$ cat src/rtl/qspi_pkg.sv
package qspi_pkg;

  localparam int WORD_W  = 16;
  localparam int CMD_W   = 8;
  localparam int LEN_W   = 5;
  localparam int STD_GAP = 17;

  // command byte field positions
  localparam int CMD_CONT = 7;
  localparam int CMD_LEN  = 6;
  localparam int CMD_GAP  = 5;
  localparam int CMD_LEAD = 4;

  typedef enum logic [2:0] {
    ST_IDLE,
    ST_LOAD,
    ST_LEAD,
    ST_SHIFT,
    ST_GAP
  } qspi_state_e;

  function automatic logic [LEN_W-1:0] xfer_len(input logic len_en, input logic [3:0] code);
    logic [LEN_W-1:0] n;
    if (!len_en)           n = LEN_W'(8);
    else if (code == 4'h0) n = LEN_W'(16);
    else if (code[3])      n = {1'b0, code};
    else                   n = LEN_W'(8);
    return n;
  endfunction

endpackage

$ cat src/rtl/qspi_ram.sv
module qspi_ram #(
  parameter int W     = 16,
  parameter int DEPTH = 16,
  parameter int AW    = $clog2(DEPTH)
) (
  input  logic          clk,
  input  logic          we,
  input  logic [AW-1:0] waddr,
  input  logic [W-1:0]  wdata,
  input  logic [AW-1:0] raddr,
  output logic [W-1:0]  rdata
);

  logic [W-1:0] mem [DEPTH];

  always_ff @(posedge clk) begin
    if (we) mem[waddr] <= wdata;
  end

  assign rdata = mem[raddr];

endmodule

$ cat src/rtl/qspi_baud.sv
module qspi_baud #(
  parameter int BAUD_W = 8
) (
  input  logic              clk,
  input  logic              rst_n,
  input  logic              en,
  input  logic [BAUD_W-1:0] baud,
  output logic              tick
);

  logic [BAUD_W-1:0] cnt_q, cnt_d;

  assign tick = en && (cnt_q == baud - BAUD_W'(1));

  always_comb begin
    if (!en || tick) cnt_d = '0;
    else             cnt_d = cnt_q + BAUD_W'(1);
  end

  always_ff @(posedge clk or negedge rst_n) begin
    if (!rst_n) cnt_q <= '0;
    else        cnt_q <= cnt_d;
  end

endmodule

$ cat src/rtl/qspi_engine.sv
module qspi_engine
  import qspi_pkg::*;
#(
  parameter int PTR_W   = 4,
  parameter int BAUD_W  = 8,
  parameter int DELAY_W = 8,
  parameter int PCS_W   = 4
) (
  input  logic               clk,
  input  logic               rst_n,
  input  logic               start,
  input  logic               halt_req,
  input  logic               wrap_en,
  input  logic [PTR_W-1:0]   new_ptr,
  input  logic [PTR_W-1:0]   end_ptr,
  input  logic [BAUD_W-1:0]  baud,
  input  logic [3:0]         bits_code,
  input  logic [DELAY_W-1:0] dt_delay,
  input  logic [DELAY_W-1:0] lead_dly,
  input  logic               tick,
  input  logic [CMD_W-1:0]   cmd_rd,
  input  logic [WORD_W-1:0]  tx_rd,
  input  logic               miso,
  output logic               shift_en,
  output logic [PTR_W-1:0]   ptr,
  output logic               rx_we,
  output logic [WORD_W-1:0]  rx_wdata,
  output logic               sck,
  output logic               mosi,
  output logic [PCS_W-1:0]   pcs,
  output logic               busy,
  output logic               done,
  output logic               halt_ack
);

  qspi_state_e        state_q, state_d;
  logic [PTR_W-1:0]   ptr_q, ptr_d;
  logic [DELAY_W-1:0] cnt_q, cnt_d;
  logic [LEN_W-1:0]   bits_q, bits_d, len_w;
  logic [WORD_W-1:0]  txs_q, txs_d, rxs_q, rxs_d;
  logic               sck_q, sck_d, cont_q, cont_d, gap_q, gap_d;
  logic [PCS_W-1:0]   pcs_q, pcs_d;
  logic               done_q, done_d, halt_q, halt_d, last;

  assign len_w = xfer_len(cmd_rd[CMD_LEN], bits_code);
  assign last  = (ptr_q == end_ptr);

  always_comb begin
    state_d = state_q; ptr_d = ptr_q; cnt_d = cnt_q; bits_d = bits_q;
    txs_d = txs_q; rxs_d = rxs_q; sck_d = sck_q; pcs_d = pcs_q;
    cont_d = cont_q; gap_d = gap_q; done_d = done_q; halt_d = halt_q;
    rx_we = 1'b0;
    unique case (state_q)
      ST_IDLE: if (start && baud != '0) begin
        state_d = ST_LOAD; ptr_d = new_ptr; done_d = 1'b0; halt_d = 1'b0;
      end
      ST_LOAD: begin
        bits_d  = len_w;
        txs_d   = tx_rd << (LEN_W'(16) - len_w);
        rxs_d   = '0;
        pcs_d   = cmd_rd[PCS_W-1:0];
        cont_d  = cmd_rd[CMD_CONT];
        gap_d   = cmd_rd[CMD_GAP];
        cnt_d   = cmd_rd[CMD_LEAD] ? lead_dly : DELAY_W'(baud);
        state_d = ST_LEAD;
      end
      ST_LEAD: begin
        if (cnt_q <= DELAY_W'(1)) state_d = ST_SHIFT;
        else                      cnt_d = cnt_q - DELAY_W'(1);
      end
      ST_SHIFT: if (tick) begin
        if (!sck_q) begin
          sck_d = 1'b1;
          rxs_d = {rxs_q[WORD_W-2:0], miso};
        end else begin
          sck_d  = 1'b0;
          txs_d  = txs_q << 1;
          bits_d = bits_q - LEN_W'(1);
          if (bits_q == LEN_W'(1)) begin
            rx_we = 1'b1;
            if (last) done_d = 1'b1;
            if (halt_req) begin
              halt_d = 1'b1; state_d = ST_IDLE; pcs_d = '1;
            end else if (last && !wrap_en) begin
              state_d = ST_IDLE; pcs_d = '1;
            end else begin
              state_d = ST_GAP;
              ptr_d   = last ? new_ptr : ptr_q + PTR_W'(1);
              cnt_d   = gap_q ? dt_delay : DELAY_W'(STD_GAP);
              if (!cont_q) pcs_d = '1;
            end
          end
        end
      end
      ST_GAP: begin
        if (cnt_q <= DELAY_W'(1)) state_d = ST_LOAD;
        else                      cnt_d = cnt_q - DELAY_W'(1);
      end
      default: state_d = ST_IDLE;
    endcase
  end

  always_ff @(posedge clk or negedge rst_n) begin
    if (!rst_n) begin
      state_q <= ST_IDLE; ptr_q <= '0; cnt_q <= '0; bits_q <= '0;
      txs_q <= '0; rxs_q <= '0; sck_q <= 1'b0; pcs_q <= '1;
      cont_q <= 1'b0; gap_q <= 1'b0; done_q <= 1'b0; halt_q <= 1'b0;
    end else begin
      state_q <= state_d; ptr_q <= ptr_d; cnt_q <= cnt_d; bits_q <= bits_d;
      txs_q <= txs_d; rxs_q <= rxs_d; sck_q <= sck_d; pcs_q <= pcs_d;
      cont_q <= cont_d; gap_q <= gap_d; done_q <= done_d; halt_q <= halt_d;
    end
  end

  assign shift_en = (state_q == ST_SHIFT);
  assign ptr      = ptr_q;
  assign rx_wdata = rxs_q;
  assign sck      = sck_q;
  assign mosi     = txs_q[WORD_W-1];
  assign pcs      = pcs_q;
  assign busy     = (state_q != ST_IDLE);
  assign done     = done_q;
  assign halt_ack = halt_q;


  pcs_idle_chk: assert property (@(posedge clk) disable iff (!rst_n)
    (state_q == ST_IDLE) |-> (pcs_q == '1));

  sck_idle_chk: assert property (@(posedge clk) disable iff (!rst_n)
    (state_q != ST_SHIFT) |-> !sck_q);

  baud_zero_chk: assert property (@(posedge clk) disable iff (!rst_n)
    (state_q == ST_IDLE && baud == '0) |=> (state_q == ST_IDLE));

  ptr_hold_chk: assert property (@(posedge clk) disable iff (!rst_n)
    (state_q == ST_SHIFT && $past(state_q) == ST_SHIFT) |-> $stable(ptr_q));

  halt_stop_chk: assert property (@(posedge clk) disable iff (!rst_n)
    $rose(halt_q) |-> (state_q == ST_IDLE));

  flag_clear_chk: assert property (@(posedge clk) disable iff (!rst_n)
    (state_q == ST_IDLE && start && baud != '0) |=> (!done_q && !halt_q));

endmodule

$ cat src/rtl/qspi_master.sv
module qspi_master
  import qspi_pkg::*;
#(
  parameter int ENTRIES = 16,
  parameter int BAUD_W  = 8,
  parameter int DELAY_W = 8,
  parameter int PCS_W   = 4,
  localparam int PTR_W  = $clog2(ENTRIES)
) (
  input  logic               clk,
  input  logic               rst_n,
  input  logic               wr_en,
  input  logic               wr_sel,
  input  logic [PTR_W-1:0]   wr_addr,
  input  logic [WORD_W-1:0]  wr_data,
  input  logic [PTR_W-1:0]   rd_addr,
  output logic [WORD_W-1:0]  rd_data,
  input  logic               start,
  input  logic               halt_req,
  input  logic               halt_irq_en,
  input  logic               wrap_en,
  input  logic [PTR_W-1:0]   new_ptr,
  input  logic [PTR_W-1:0]   end_ptr,
  input  logic [BAUD_W-1:0]  baud,
  input  logic [3:0]         bits_code,
  input  logic [DELAY_W-1:0] dt_delay,
  input  logic [DELAY_W-1:0] lead_dly,
  input  logic               miso,
  output logic               sck,
  output logic               mosi,
  output logic [PCS_W-1:0]   pcs,
  output logic               busy,
  output logic               done,
  output logic               halt_ack,
  output logic               irq,
  output logic [PTR_W-1:0]   cur_ptr
);

  logic [PTR_W-1:0]  ptr;
  logic [WORD_W-1:0] tx_rd, rx_wdata;
  logic [CMD_W-1:0]  cmd_rd;
  logic              rx_we, tick, shift_en;

  qspi_ram #(.W(WORD_W), .DEPTH(ENTRIES)) u_tx_ram (
    .clk(clk), .we(wr_en && !wr_sel), .waddr(wr_addr), .wdata(wr_data),
    .raddr(ptr), .rdata(tx_rd));

  qspi_ram #(.W(CMD_W), .DEPTH(ENTRIES)) u_cmd_ram (
    .clk(clk), .we(wr_en && wr_sel), .waddr(wr_addr), .wdata(wr_data[CMD_W-1:0]),
    .raddr(ptr), .rdata(cmd_rd));

  qspi_ram #(.W(WORD_W), .DEPTH(ENTRIES)) u_rx_ram (
    .clk(clk), .we(rx_we), .waddr(ptr), .wdata(rx_wdata),
    .raddr(rd_addr), .rdata(rd_data));

  qspi_baud #(.BAUD_W(BAUD_W)) u_baud (
    .clk(clk), .rst_n(rst_n), .en(shift_en), .baud(baud), .tick(tick));

  qspi_engine #(.PTR_W(PTR_W), .BAUD_W(BAUD_W), .DELAY_W(DELAY_W), .PCS_W(PCS_W)) u_engine (
    .clk(clk), .rst_n(rst_n), .start(start), .halt_req(halt_req), .wrap_en(wrap_en),
    .new_ptr(new_ptr), .end_ptr(end_ptr), .baud(baud), .bits_code(bits_code),
    .dt_delay(dt_delay), .lead_dly(lead_dly), .tick(tick), .cmd_rd(cmd_rd),
    .tx_rd(tx_rd), .miso(miso), .shift_en(shift_en), .ptr(ptr), .rx_we(rx_we),
    .rx_wdata(rx_wdata), .sck(sck), .mosi(mosi), .pcs(pcs), .busy(busy),
    .done(done), .halt_ack(halt_ack));

  assign irq     = halt_ack && halt_irq_en;
  assign cur_ptr = ptr;

endmodule

$ cat config.mk
export PLATFORM = sky130hd
export DESIGN_NAME = qspi_master
export DESIGN_NICKNAME = d
export VERILOG_FILES = /design/src/rtl/qspi_pkg.sv /design/src/rtl/qspi_ram.sv /design/src/rtl/qspi_baud.sv /design/src/rtl/qspi_engine.sv /design/src/rtl/qspi_master.sv
export SDC_FILE = /design/constraint.sdc
export NUM_CORES = 1
export LEC_CHECK = 0
export CAP_MARGIN = 15
export CORE_MARGIN = 5
export CORE_UTILIZATION = 55
export CTS_CLUSTER_DIAMETER = 100
export DETAILED_ROUTE_END_ITERATION = 10
export PLACE_DENSITY_LB_ADDON = 0.12
export SYNTH_ARGS = -nofsm -noshare
export SYNTH_HDL_FRONTEND = slang
export SYNTH_HIERARCHICAL = 1
export SYNTH_SLANG_ARGS = --single-unit
$ cat constraint.sdc
create_clock -name clk -period 4.35 [get_ports clk]
set_input_delay 0.87 -clock clk [delete_from_list [all_inputs] [get_ports clk]]
set_output_delay 0.87 -clock clk [all_outputs]
set_load 0.02 [all_outputs]
# Yosys cells after proc, flatten, opt, wreduce, memory -nomap -nowiden
# Memory sizes are Yosys's and may differ from the RTL's.
# Cells that the tools add are included.
[word_totals]
mem_bits_rw = 640
inputBits = 69
reg_bits = 69
n_memories = 3
out_inout_bits = 30
wordCells = 139
[mem_list]
columns = ["memory", "words", "width", "rd", "rd_ports_with_merged_regs", "write_ports", "line_no", "rtl"]
rows = [
  ["u_rx_ram.mem", 16, 16, 1, 0, 1, "qspi_ram.sv:14", "logic [W-1:0] mem [DEPTH];"],
  ["u_tx_ram.mem", 16, 16, 1, 0, 1, "qspi_ram.sv:14", ""],
  ["u_cmd_ram.mem", 16, 8, 1, 0, 1, "qspi_ram.sv:14", ""],
]
[op_classes]
order_cmp = 1
eq_ne = 20
muxes = 68
n_addsub = 6
n_reduce_logical = 27
shift = 1
[op_table]
columns = ["cell", "n"]
rows = [
  ["$mux 8", 9],
  ["$mux 16", 4],
  ["$pmux 16 s2", 2],
  ["$mux 4", 13],
  ["$mux 3", 9],
  ["$pmux 8 s3", 1],
  ["$mux 1", 20],
  ["$mux 5", 4],
  ["$reduce_and 6->1", 3],
  ["$pmux 4 s2", 2],
  ["$shl 16x5->16", 1],
  ["$sub 8x1->8 const B", 2],
  ["$pmux 3 s5", 1],
  ["$reduce_and 7->1", 2],
  ["$ne 2x1->1 const B", 6],
  ["$ne 2x2->1 const B", 6],
  ["$pmux 5 s2", 1],
  ["$add 8x1->8 const B", 1],
  ["$eq 8x8->1", 1],
  ["$le 8x1->1 const B", 1],
  ["$reduce_bool 8->1", 1],
  ["$eq 3x2->1 const B", 2],
  ["$logic_and 1x1->1", 6],
  ["$reduce_and 3->1", 2],
  ["other kinds (18)", 23],
]

# Depth between registers and ports, before layout
[depth]
word_depth = 8
mapped_depth = 14
ltp_nobuf = 13

# Cells and area by module
# The synthesis kept the hierarchy.
[by_module_without_submodules]
columns = ["module", "instances", "cells_each", "seq_area_each_um2", "area_per_inst_um2"]
rows = [
  ["qspi_ram (u_rx_ram ...)", 2, 416, 7687.4, 9721.8],
  ["qspi_ram (u_cmd_ram)", 1, 221, 3843.7, 4987.3],
  ["qspi_engine", 1, 431, 1531.5, 4151.5],
  ["qspi_baud", 1, 77, 200.2, 701.9],
  ["qspi_master", 1, 3, 0.0, 22.5],
]

# Worst setup path before layout
# OpenSTA, ideal clock, no wires.
[synth_timing]
kind = "input port to flip-flop"
startpoint = "input port baud[0]"
endpoint = "memory u_rx_ram.mem[0][0], enable pin"
t_required_ns = 3.941
setup_slack_ns = -0.469
t_arrival_ns = 4.410
n_path_buf = 1
cell_stages = 14
setup_time_ns = 0.409
path_cell_list = "inv_1 -> ha_1 -> clkbuf_2 -> nand2b_1 -> nand3_1 -> o21ai_1 -> a2111oi_4 -> and3_1 -> nand2_1 -> nor2_2 -> nand2_1 -> inv_1 -> or3b_2 -> nor3_1"
[synth_between]
elab_chain_len = 7
[synth_rtl]
columns = ["item", "line_no", "rtl"]
rows = [
  ["start, declared", "qspi_master.sv:24", "input logic [BAUD_W-1:0] baud,"],
  ["$sub 8x1->8", "qspi_baud.sv:13", "assign tick = en && (cnt_q == baud - BAUD_W'(1));"],
  ["$eq 8x8->1", "qspi_baud.sv:13", ""],
  ["$logic_and 1x1->1", "qspi_baud.sv:13", ""],
  ["net tick", "qspi_master.sv:42", "logic rx_we, tick, shift_en;"],
  ["$mux 1", "qspi_engine.sv:71", "ST_SHIFT: if (tick) begin"],
  ["$mux 1", "qspi_engine.sv:53", "unique case (state_q)"],
  ["net rx_we", "qspi_master.sv:42", ""],
  ["$mux 1", "qspi_ram.sv:17", "if (we) mem[waddr] <= wdata;"],
  ["$mux 1 (not written as such)", "qspi_ram.sv:17", ""],
  ["end, declared", "qspi_ram.sv:14", ""],
]
# The timed path passes the listed nets, and every way through them passes these cells.

# Final worst setup path
[layout_timing]
startpoint = "register u_engine.ptr_q[0] (netlist: u_engine/ptr[0])"
endpoint = "register u_engine.txs_q[15]"
[layout_between]
elab_chain_len = 5
elab_cells_between_ends = 6
cone_classes = "add/sub: 1; shift: 1; mux: 2; memory: 2"
[layout_rtl]
columns = ["item", "line_no", "rtl"]
rows = [
  ["start, declared", "qspi_engine.sv:37", "logic [PTR_W-1:0] ptr_q, ptr_d;"],
  ["start signal, assigned", "qspi_engine.sv:109", "state_q <= state_d; ptr_q <= ptr_d; cnt_q <= cnt_d; bits_q <= bits_d;"],
  ["$mem_v2 16x8", "--", ""],
  ["net cmd_rd[6]", "qspi_master.sv:41", "logic [CMD_W-1:0] cmd_rd;"],
  ["$mux 5", "qspi_pkg.sv:24", "if (!len_en) n = LEN_W'(8);"],
  ["$sub 5x5->5", "qspi_engine.sv:59", "txs_d = tx_rd << (LEN_W'(16) - len_w);"],
  ["$shl 16x5->16", "qspi_engine.sv:59", ""],
  ["$pmux 16 s2", "qspi_engine.sv:53", ""],
  ["end signal, assigned", "qspi_engine.sv:110", "txs_q <= txs_d; rxs_q <= rxs_d; sck_q <= sck_d; pcs_q <= pcs_d;"],
  ["end, declared", "qspi_engine.sv:40", "logic [WORD_W-1:0] txs_q, txs_d, rxs_q, rxs_d;"],
]
# The timed path passes the listed nets, and every way through them passes these cells.
# A chain may end at the register's enable or synchronous reset.

==> impl_metrics.xml <==
<?xml version="1.0" encoding="UTF-8"?>
<metrics>
  <group name="yosys">
    <metric name="syn-cell-area" unit="um^2">29300</metric>
    <metric name="synth_top_area_cell" unit="">sky130_fd_sc_hd__edfxtp_1</metric>
    <metric name="post_synth_mux_area_share" unit="%">14.6</metric>
    <metric name="combinational_family_with_the_most_area_after_synthesis" unit="">multiplexers</metric>
    <metric name="async_flop_share" unit="%">9.73</metric>
    <metric name="synthXorXnorAreaFrac" unit="%">0.798</metric>
    <metric name="mappedNetlistNets" unit="">1641</metric>
    <metric name="yosysSeqAreaShare" unit="%">71.5</metric>
    <metric name="synth.distinct_cells" unit="">83</metric>
    <metric name="synth_enable_flop_cells" unit="">640</metric>
    <metric name="ys_top_cells_by_area" unit="">sky130_fd_sc_hd__edfxtp_1 (66%), sky130_fd_sc_hd__mux4_2 (11%), sky130_fd_sc_hd__dfrtp_1 (5.6%)</metric>
    <metric name="post_synth.cell_area_avg" unit="um^2">18.7</metric>
    <metric name="ys_ff_latch" unit="">709</metric>
    <metric name="post_synth_and_or_nand_nor_area_fraction" unit="%">4.60</metric>
    <metric name="ys.warnings.count" unit="">6</metric>
    <metric name="synth_largest_type_area_fraction" unit="%">65.6</metric>
    <metric name="synth_compound_gate_area_share" unit="%">6.14</metric>
    <metric name="yosys.area_share.adder" unit="%">0.376</metric>
    <metric name="postSynth.topFlopCell" unit="">sky130_fd_sc_hd__edfxtp_1</metric>
    <metric name="synthesis.instances" unit="">1564</metric>
  </group>
  <group name="setup_path">
    <metric name="critical_path.cell_chain" unit="">buf_4 &gt; mux4_2 &gt; a22oi_1 &gt; nand2_1 &gt; and2_1 &gt; nand2_1 &gt; ha_1 &gt; buf_4 &gt; mux4_2 &gt; mux2i_1 &gt; o21ai_0 &gt; o22a_1</metric>
    <metric name="timing.critical_path.slowest_cell_delay" unit="ns">0.58</metric>
    <metric name="family_with_the_most_delay_on_the_worst_path" unit="">multiplexers</metric>
    <metric name="critical_path_arrival" unit="ns">4.35</metric>
    <metric name="critPathKind" unit="">reg -&gt; reg</metric>
    <metric name="cpMaxStageDelayCell" unit="">sky130_fd_sc_hd__dfrtp_4</metric>
    <metric name="timing.critical_path.required" unit="ns">4.82</metric>
    <metric name="endpoint_kind" unit="">register</metric>
    <metric name="worstPathMaxFanout" unit="">10</metric>
    <metric name="setup.worst_path.start_class" unit="">register</metric>
    <metric name="critical_path.n_buffers_inverters" unit="">2</metric>
  </group>
  <group name="worst_hold_path">
    <metric name="min-delay-path-class" unit="">in -&gt; async</metric>
  </group>
  <group name="clock_tree">
    <metric name="quantity_of_hold_fixing_buffers_added_after_cts" unit="">0</metric>
    <metric name="clock_insertion_delay_worst_skew" unit="ns">0.60</metric>
    <metric name="cts_resized" unit="">0</metric>
    <metric name="cts.path.max_buffers" unit="">3</metric>
    <metric name="cts_setup_buffers" unit="">0</metric>
    <metric name="tritoncts" unit="">built</metric>
    <metric name="ctsHtreeMaxLevel" unit="">3</metric>
    <metric name="clock_slew_at_reported_path_ffs" unit="ns">0.06</metric>
    <metric name="cts_num_sinks" unit="">709</metric>
    <metric name="clock_tree_root" unit="">sky130_fd_sc_hd__clkbuf_16</metric>
    <metric name="cts_buffers" unit="">72</metric>
  </group>
  <group name="finish">
    <metric name="mostFrequentLayoutCells" unit="">sky130_fd_sc_hd__edfxtp_1 (640), sky130_fd_sc_hd__mux4_2 (139), sky130_fd_sc_hd__clkdlybuf4s50_1 (95)</metric>
    <metric name="finish.utilization" unit="%">64.4</metric>
    <metric name="filler_instances" unit="">3568</metric>
    <metric name="area_overhead_of_the_layout_relative_to_synthesis" unit="%">15.8</metric>
    <metric name="multiInputGateArea" unit="um^2">7880</metric>
    <metric name="final_non_filler_cells" unit="">2497</metric>
    <metric name="layout_commonest_cell" unit="">sky130_fd_sc_hd__edfxtp_1</metric>
    <metric name="seqCellArea" unit="um^2">21000</metric>
    <metric name="insertedDiodeCount" unit="">0</metric>
    <metric name="final_layout_size_suffix_gt1_share" unit="%">21.9</metric>
    <metric name="finalNetCount" unit="">1833</metric>
  </group>
  <group name="run_status">
    <metric name="status" unit="">finished clean</metric>
  </group>
  <group name="routing">
    <metric name="drc" unit="">0</metric>
    <metric name="route.detailed.wl_per_inst" unit="um">26.3</metric>
    <metric name="initialDrtViolationCount" unit="">1406</metric>
    <metric name="detailed_routing_iterations_pass_1" unit="">5</metric>
    <metric name="detail_route.vias_per_cell" unit="">6.22</metric>
    <metric name="route.antenna.remaining_nets" unit="">0</metric>
    <metric name="via_count" unit="">15500</metric>
    <metric name="drt_wl_total" unit="mm">65.7</metric>
  </group>
  <group name="run">
    <metric name="maxCapViolations" unit="">0</metric>
  </group>
  <group name="sta">
    <metric name="min_period" unit="ns">3.89</metric>
    <metric name="fin_skew" unit="ns">0.0240</metric>
    <metric name="final_min_period_over_clock_period" unit="%">89.3</metric>
    <metric name="rsz0062_at_grt" unit="">false</metric>
    <metric name="timing.final.setup_violations" unit="">0</metric>
    <metric name="timing_max_transition_violations_final" unit="">0</metric>
    <metric name="hold_viol" unit="">0</metric>
    <metric name="fin_setup_tns" unit="ns">0</metric>
    <metric name="max_slew.worst_pin.slew" unit="ns">1.07</metric>
    <metric name="fmax" unit="MHz">257</metric>
    <metric name="slew_headroom" unit="%">28.3</metric>
  </group>
  <group name="die">
    <metric name="floorplan.initialDensity" unit="%">55.7</metric>
    <metric name="die-height" unit="um">241</metric>
    <metric name="fp-row-count" unit="">84</metric>
    <metric name="core_area" unit="um^2">52700</metric>
    <metric name="top_level_ports" unit="">99</metric>
    <metric name="floorplan.die.width" unit="um">241</metric>
    <metric name="die_area" unit="um^2">58000</metric>
  </group>
  <group name="placed_design">
    <metric name="post-place-cells" unit="">2364</metric>
    <metric name="gpl.final_weighted_congestion" unit="">0.846</metric>
    <metric name="place_hpwl" unit="mm">41.9</metric>
    <metric name="numPortBuffers" unit="">98</metric>
  </group>
  <group name="global_route">
    <metric name="globalRouteTotalUtil" unit="%">22.9</metric>
    <metric name="number_of_global_route_vias_before_repair" unit="">15800</metric>
    <metric name="global_route_wire_length_before_repair" unit="mm">99.4</metric>
    <metric name="number_of_antenna_violations_at_the_first_check_in_global_routing" unit="">0</metric>
    <metric name="grt_overflow" unit="">0</metric>
    <metric name="grt_start_max_net_pins" unit="">82</metric>
  </group>
  <group name="power_and_ir_drop">
    <metric name="p_leak" unit="nW">10.8</metric>
    <metric name="ir_worst_vdd" unit="uV">357</metric>
    <metric name="power.density" unit="nW/um^2">540</metric>
  </group>
</metrics>
-- sequential cells by signal (all words and copies together), names as in the netlist --
signal,cells
u_baud/cnt_q,8
u_rx_ram/mem,256
u_engine/cnt_q,8
u_tx_ram/mem,256
u_engine/state_q,3
u_engine/txs_q,16
u_engine/bits_q,5
u_engine/pcs,4
u_engine/done,1
u_engine/ptr,4
u_engine/cont_q,1
u_engine/rx_wdata,16
u_engine/halt_ack,1
u_cmd_ram/mem,128
u_engine/sck,1
u_engine/gap_q,1
-- cell families (layout without fill, tap and decap cells) --
logic type,count (synthesis),count (layout)
DFF,709,709
adders and majority gates,9,9
muxes,197,197
AOI/OAI and AO/OA,244,244
buffers and inverters,105,350
xor gates and xnor gates,25,25
and+or+nand+nor,275,275
-- worst paths after layout --
kind	endpoint	slack, ns	cells after the start	startpoint
setup / recovery	u_engine/txs_q[15]	0.46	12	u_engine/ptr[0]
setup reg to reg	u_engine/txs_q[15]	0.46	12	u_engine/ptr[0]
max in group asynchronous	u_engine/ptr[0]	3.14	1	rst_n
min in group clk	u_engine/pcs[3]	0.48	2	u_engine/pcs[3]
hold reg to reg	u_engine/pcs[3]	0.48	2	u_engine/pcs[3]
hold / removal	u_engine/rx_wdata[0]	0.45	1	rst_n
-- synth_stat cells (9+ instances only) --
cell type	number
sky130_fd_sc_hd__edfxtp_1	640
sky130_fd_sc_hd__nand2b_1	14
sky130_fd_sc_hd__a22oi_1	80
sky130_fd_sc_hd__or3_1	10
sky130_fd_sc_hd__a21oi_1	33
sky130_fd_sc_hd__clkbuf_1	32
sky130_fd_sc_hd__inv_1	23
sky130_fd_sc_hd__mux2i_1	13
sky130_fd_sc_hd__mux2_2	9
sky130_fd_sc_hd__buf_6	12
sky130_fd_sc_hd__buf_1	10
sky130_fd_sc_hd__xor2_1	9
sky130_fd_sc_hd__buf_2	14
sky130_fd_sc_hd__o21ai_0	29
sky130_fd_sc_hd__nand2_1	80
sky130_fd_sc_hd__dfrtp_1	65
sky130_fd_sc_hd__mux4_2	139
sky130_fd_sc_hd__nand3_1	21
sky130_fd_sc_hd__and3_1	12
sky130_fd_sc_hd__mux4_1	34
sky130_fd_sc_hd__nand3b_1	10
sky130_fd_sc_hd__a22o_1	16
sky130_fd_sc_hd__xnor2_1	14
sky130_fd_sc_hd__nor2_1	68
sky130_fd_sc_hd__nor3_1	25
-- power by group --
| group | internal [mW] | switching [mW] |
|---|---|---|
| clock | 3.29 | 2.44 |
| combinational | 2.10 | 2.63 |
| sequential | 7.59 | 0.254 |
-- per-layer routing --
| metal | track usage [%] | vias to the layer above | part of all wire, % |
|---|---|---|---|
| met2 | 37.0 | 502 | 50 |
| met3 | 4.09 | 96 | 5.9 |
| met1 | 32.6 | 8073 | 42 |
| li1 | - | 6860 | - |
| met5 | 0 | - | 0 |
| met4 | 7.27 | 0 | 2.8 |
-- through the flow --
| stage | worst slack (ns) | total power [mW] | area [um^2] | hold WS (ns) |
|---|---|---|---|---|
| 2_1_floorplan | -0.0285 | 11.2 | 29300 | 0.442 |
| 3_3_place_gp | -0.0232 | 12.6 | 31600 | 0.464 |
| 3_5_place_dp | -0.0664 | 12.7 | 31600 | 0.470 |
| 4_1_cts | 0.403 | 18.4 | 33800 | 0.474 |
| 5_1_grt | 0.203 | 19.2 | 33900 | 0.495 |
| 6_report | 0.464 | 18.3 | 33900 | 0.449 |
-- area by class of cell --
class | count | share of cell area (%)
sequential | 709 | 61.8
multi-input combinational | 750 | 23.2
timing repair buffer | 200 | 5.84
clock buffer | 102 | 5.82
tap | 688 | 2.54
clock inverter | 25 | 0.572
inverter | 23 | 0.254
Note: power is estimated with default switching activity, not from simulation.
